==> config.mk <==
export PLATFORM = sky130hd
export DESIGN_NAME = rom_window_decoder
export DESIGN_NICKNAME = d
export VERILOG_FILES = /design/src/rtl/rom_window_pkg.sv /design/src/rtl/rom_cfg_port.sv /design/src/rtl/rom_bar_reg.sv /design/src/rtl/rom_addr_match.sv /design/src/rtl/rom_window_decoder.sv
export SDC_FILE = /design/constraint.sdc
export NUM_CORES = 1
export LEC_CHECK = 0
export BUFFER_PORTS_ARGS = -buffer_cell sky130_fd_sc_hd__buf_2
export CORE_MARGIN = 10
export CORE_UTILIZATION = 43
export CTS_BUF_LIST = sky130_fd_sc_hd__clkbuf_16
export CTS_CLUSTER_DIAMETER = 200
export DETAILED_ROUTE_END_ITERATION = 12
export GPL_ROUTABILITY_DRIVEN = 1
export PLACE_DENSITY = 0.87
export SYNTH_ARGS = -nofsm -noshare
export SYNTH_HDL_FRONTEND = slang
export SYNTH_HIERARCHICAL = 1
export SYNTH_SLANG_ARGS = --single-unit
==> constraint.sdc <==
create_clock -name clk -period 2.9 [get_ports clk]
set_input_delay 0.145 -clock clk [delete_from_list [all_inputs] [get_ports clk]]
set_output_delay 0.145 -clock clk [all_outputs]
set_load 0.01 [all_outputs]
==> src/rtl/rom_window_pkg.sv <==
package rom_window_pkg;

  localparam int          DATA_W    = 32;
  localparam int          IDX_W     = 6;
  localparam int          LANES     = DATA_W / 8;
  localparam logic [IDX_W-1:0] BAR_DWORD = 6'd12;

  // Ones at and above the size boundary.
  function automatic logic [DATA_W-1:0] size_mask(input int lg);
    logic [DATA_W-1:0] m;
    for (int i = 0; i < DATA_W; i++) m[i] = (i >= lg);
    return m;
  endfunction

  // Bits software may change: the aligned base plus the enable bit.
  function automatic logic [DATA_W-1:0] writable_mask(input int lg);
    return size_mask(lg) | {{(DATA_W-1){1'b0}}, 1'b1};
  endfunction

  // Expand byte enables into a bit mask.
  function automatic logic [DATA_W-1:0] lane_mask(input logic [LANES-1:0] be);
    logic [DATA_W-1:0] m;
    for (int i = 0; i < LANES; i++) m[i*8 +: 8] = {8{be[i]}};
    return m;
  endfunction

  function automatic bit size_ok(input longint bytes);
    return (bytes >= 2048) && (bytes <= 16777216) && ((bytes & (bytes - 1)) == 0);
  endfunction

endpackage

==> src/rtl/rom_cfg_port.sv <==
module rom_cfg_port
  import rom_window_pkg::*;
(
  input  logic              cfg_wr_en,
  input  logic              cfg_rd_en,
  input  logic [IDX_W-1:0]  cfg_dw_idx,
  input  logic [DATA_W-1:0] bar_q,
  output logic              bar_wr_stb,
  output logic [DATA_W-1:0] cfg_rdata,
  output logic              cfg_rvalid
);

  logic sel;

  always_comb begin
    sel        = (cfg_dw_idx == BAR_DWORD);
    bar_wr_stb = cfg_wr_en & sel;
    cfg_rvalid = cfg_rd_en & sel;
    cfg_rdata  = cfg_rvalid ? bar_q : '0;
  end

endmodule

==> src/rtl/rom_bar_reg.sv <==
module rom_bar_reg
  import rom_window_pkg::*;
#(
  parameter int SIZE_LOG2 = 17
) (
  input  logic              clk,
  input  logic              rst_n,
  input  logic              wr_stb,
  input  logic [LANES-1:0]  be,
  input  logic [DATA_W-1:0] wdata,
  output logic [DATA_W-1:0] bar_q
);

  localparam logic [DATA_W-1:0] WMASK = writable_mask(SIZE_LOG2);

  logic [DATA_W-1:0] upd_mask;

  always_comb upd_mask = lane_mask(be) & WMASK;

  always_ff @(posedge clk) begin
    if (!rst_n)      bar_q <= '0;
    else if (wr_stb) bar_q <= (bar_q & ~upd_mask) | (wdata & upd_mask);
  end

endmodule

==> src/rtl/rom_addr_match.sv <==
module rom_addr_match
  import rom_window_pkg::*;
#(
  parameter int SIZE_LOG2 = 17
) (
  input  logic                 cmd_mem_en,
  input  logic [DATA_W-1:0]    mem_addr,
  input  logic [DATA_W-1:0]    bar_q,
  output logic                 dec_en,
  output logic                 addr_in_win,
  output logic                 rom_hit,
  output logic [SIZE_LOG2-1:0] rom_offset
);

  localparam logic [DATA_W-1:0] SMASK = size_mask(SIZE_LOG2);

  always_comb begin
    dec_en      = bar_q[0] & cmd_mem_en;
    addr_in_win = ((mem_addr ^ bar_q) & SMASK) == '0;
    rom_hit     = dec_en & addr_in_win;
    rom_offset  = mem_addr[SIZE_LOG2-1:0];
  end

endmodule

==> src/rtl/rom_window_decoder.sv <==
module rom_window_decoder
  import rom_window_pkg::*;
#(
  parameter int ROM_BYTES = 131072,
  localparam int SIZE_LOG2 = $clog2(ROM_BYTES)
) (
  input  logic                 clk,
  input  logic                 rst_n,
  input  logic                 cfg_wr_en,
  input  logic                 cfg_rd_en,
  input  logic [5:0]           cfg_dw_idx,
  input  logic [3:0]           cfg_be,
  input  logic [31:0]          cfg_wdata,
  output logic [31:0]          cfg_rdata,
  output logic                 cfg_rvalid,
  input  logic                 cmd_mem_en,
  input  logic [31:0]          mem_addr,
  output logic                 rom_hit,
  output logic [SIZE_LOG2-1:0] rom_offset
);

  generate
    if (!size_ok(ROM_BYTES)) begin : g_bad_size
      $error("ROM_BYTES must be a power of two from 2048 to 16777216");
    end
  endgenerate

  logic [DATA_W-1:0] bar_q;
  logic              bar_wr_stb;
  logic              dec_en;
  logic              addr_in_win;

  rom_cfg_port u_cfg (
    .cfg_wr_en  (cfg_wr_en),
    .cfg_rd_en  (cfg_rd_en),
    .cfg_dw_idx (cfg_dw_idx),
    .bar_q      (bar_q),
    .bar_wr_stb (bar_wr_stb),
    .cfg_rdata  (cfg_rdata),
    .cfg_rvalid (cfg_rvalid)
  );

  rom_bar_reg #(.SIZE_LOG2(SIZE_LOG2)) u_reg (
    .clk    (clk),
    .rst_n  (rst_n),
    .wr_stb (bar_wr_stb),
    .be     (cfg_be),
    .wdata  (cfg_wdata),
    .bar_q  (bar_q)
  );

  rom_addr_match #(.SIZE_LOG2(SIZE_LOG2)) u_match (
    .cmd_mem_en  (cmd_mem_en),
    .mem_addr    (mem_addr),
    .bar_q       (bar_q),
    .dec_en      (dec_en),
    .addr_in_win (addr_in_win),
    .rom_hit     (rom_hit),
    .rom_offset  (rom_offset)
  );

endmodule

# After elaboration in Yosys (flattened, before gate mapping)
# Index checks and enable logic that the tools add are counted.
# op_classes
reduce_logical	1
bitwise_logic	9
n_mux	1
eq_ne	1
# ops
cell	n
32-bit bitwise AND	2
32-bit zero test	1
32-bit two-way mux	1
32-bit inverter	1
32-bit bitwise OR	1
32-bit XOR	1
6-bit by 4-bit == test with 1-bit output (second input constant)	1
1-bit bitwise AND	4
# totals
elab_cells	13
in_bits	79
output_inout_bits	51
regBits	32

# Longest topological paths before layout
# logic_depth
word_depth	3
mapped_depth	8
ltp_nobuf	4

# By module
# Netlist, hierarchy kept.
# modules_own_cells
module	area_each_um2	cells_each	n_inst
rom_bar_reg	793.3	92	1
rom_cfg_port	498.0	76	1
rom_addr_match	307.8	40	1

# Worst setup path after synthesis
# OpenSTA, ideal clock, no wires.
# synth_timing
path_type	input to register
start	in cfg_dw_idx[1]
end	reg with a tool-made name
required_ns	2.785
n_path_buf	4
stages	8
arrival_time_ns	1.493
slack_ns	1.291
cell_sequence	or4_4 buf_6 buf_6 nor2_1 buf_4 and2_4 buf_6 o21ai_2
# synth_rtl
item	line	source
start, declared	rom_window_decoder.sv:11	input logic [5:0] cfg_dw_idx,

==> summary.txt <==
Clk slew on worst S/H paths - 50 ps
Cell area after synthesis - 1590 um^2
Slew Limit Fails - 0
Max Root-Sink Buffers - 2
Iteration-0 DRC Markers - 50
Diodes inserted - 0
Largest net degree at the start of global routing - 35
CTS tree - yes
Die area - 6520 um^2
Initial Util - 44.0%
Critical Path RT - 3020 ps
CTS buffer count - 3
Post-Route Setup TNS - 0 ps
Synth Warn # - 6
Status - finished clean
Critical Path End Type - flip-flop
Post-CTS Hold Fix Bufs - 0
Arrival time worst endpoint - 1760 ps
Final hold violations - 0
# IOs - 130
Total gr overflow - 0
CP cell instances - buf_2 > or4_4 > nor2_1 > buf_4 > and2_4 > o21ai_2
Crit-path max FO - 34
Utilization after layout - 48.3%
Total clock sinks - 16
Pwr/cell area - 317 nW/um^2
Post-CTS setup-driven buffer insertion count - 0
Layout cell share with drive strength beyond 1 - 43.5%
Routed Antenna Nets - 0
Max IR drop VDD - 0.000284 V
Total GRT Usage - 10.4%
Non-Filler Instances - 287
Drt pass-1 iters - 4
Die width - 80.8 um
Max-slew headroom - 46.2%
Drt via density - 4.56
Nets - 320
DR vias - 1309
Final wirelength - 3770 um
Final HPWL DP - 3230 um
Crit-path slowest cell - or4_4
FP Rows - 22
Max cap viols - 0
Worst Skew - 0 ps
Chip Height - 80.8 um
Fin crit share - 56.5%
Initial antenna violation count - 0
Worst Reg-to-Reg Cells - 2
Final setup fails - 0
Post-Syn Area per Cell - 7.71 um^2
Vias in the first global route - 1214
Core area - 3610 um^2
CP startpoint - cfg_dw_idx[1]
WS Path Type - input pin to flip-flop
Worst R2R Setup Slack - 2240 ps
Element type at the critical path start - input pin
CP peak stage delay - 770 ps
Worst skew pair latency - 240 ps
Drc violations - 0
CTS root buffer - clkbuf_16
Multi-input logic area - 857 um^2
WL/cell - 13.1 um
Min-Delay Path Class - input pin to flip-flop
Final RePlAce weighted congestion - 0.806
First-pass GRT wire length - 5530 um
RSZ-0062 raised after global routing - false
Syn Inst Count - 206
Flip-flop and latch area - 320 um^2
Tightest Pin Transition - 806 ps
Filler cell count - 367
Area Overhead vs Synth - 9.77%
Fmax - 0.610 GHz
CTS HTree Levels - 1
Leak - 0.629 nW
Post-CTS resize count - 0
Post-route minimum period - 1640 ps
# port buffers - 62
# placed instances - 284
-- worst min path at each step --
stage                             start              to  slack, ps  depth (start not counted)
after floorplan            cfg_wdata[0]       flip-flop        280                          2
after global placement     mem_addr[10]  rom_offset[10]        290                          0
after detailed placement   mem_addr[10]  rom_offset[10]        290                          0
after CTS                 cfg_wdata[22]       flip-flop        140                          3
after global routing       cfg_wdata[0]       flip-flop        160                          3
final                     cfg_wdata[22]       flip-flop        140                          3
-- layout by cell type (no fill, tap or decap), drive strengths merged --
cell type / instances
inv: 30
buf: 63
nor3: 30
or4: 1
nand3: 2
and2: 3
mux2i: 1
nor2: 4
conb: 16
dfxtp: 16
clkbuf: 3
nand2: 18
nand4: 21
nor4: 1
o21ai: 15
xnor2: 15
-- metrics by stage --
step | setup WS (ps) | hold WS (ps) | total power (W) | instance area (um^2)
after global placement | 1030 | 290 | 0.000301 | 1670
after floorplan | 1290 | 284 | 0.000312 | 1640
after CTS | 1260 | 140 | 0.000555 | 1740
after global routing | 1130 | 158 | 0.000574 | 1740
final | 1260 | 142 | 0.000552 | 1740
after detailed placement | 1020 | 290 | 0.000303 | 1670
-- worst max-delay path, delay by kind of cell --
family,cells,cell delay (ps)
and+or+nand+nor,3,1210
AOI/OAI and AO/OA,1,80
buffers and inverters,2,330
-- metal layers --
layer	part of all wire, %	up-vias	GRT usage, %
met3	11	6	3.64
li1	-	687	-
met4	1.1	0	3.29
met2	51	51	18.7
met5	0	-	0
met1	37	565	11.0
-- report_power, final --
group	internal, W	switching, W	leakage, nW
Combinational	0.0000335	0.0000446	0.463
Sequential	0.000221	0.000000475	0.129
Clock	0.000180	0.0000728	0.0370
-- cell type report --
cell class / instances / share of cell area, %
clock buffers: 3 / 4.31
inverters: 30 / 6.46
well taps: 48 / 3.45
multi-input cells: 127 / 49.2
repair buffers: 63 / 18.2
flip-flops and latches: 16 / 18.4
Power figures use the tool's default switching activity.
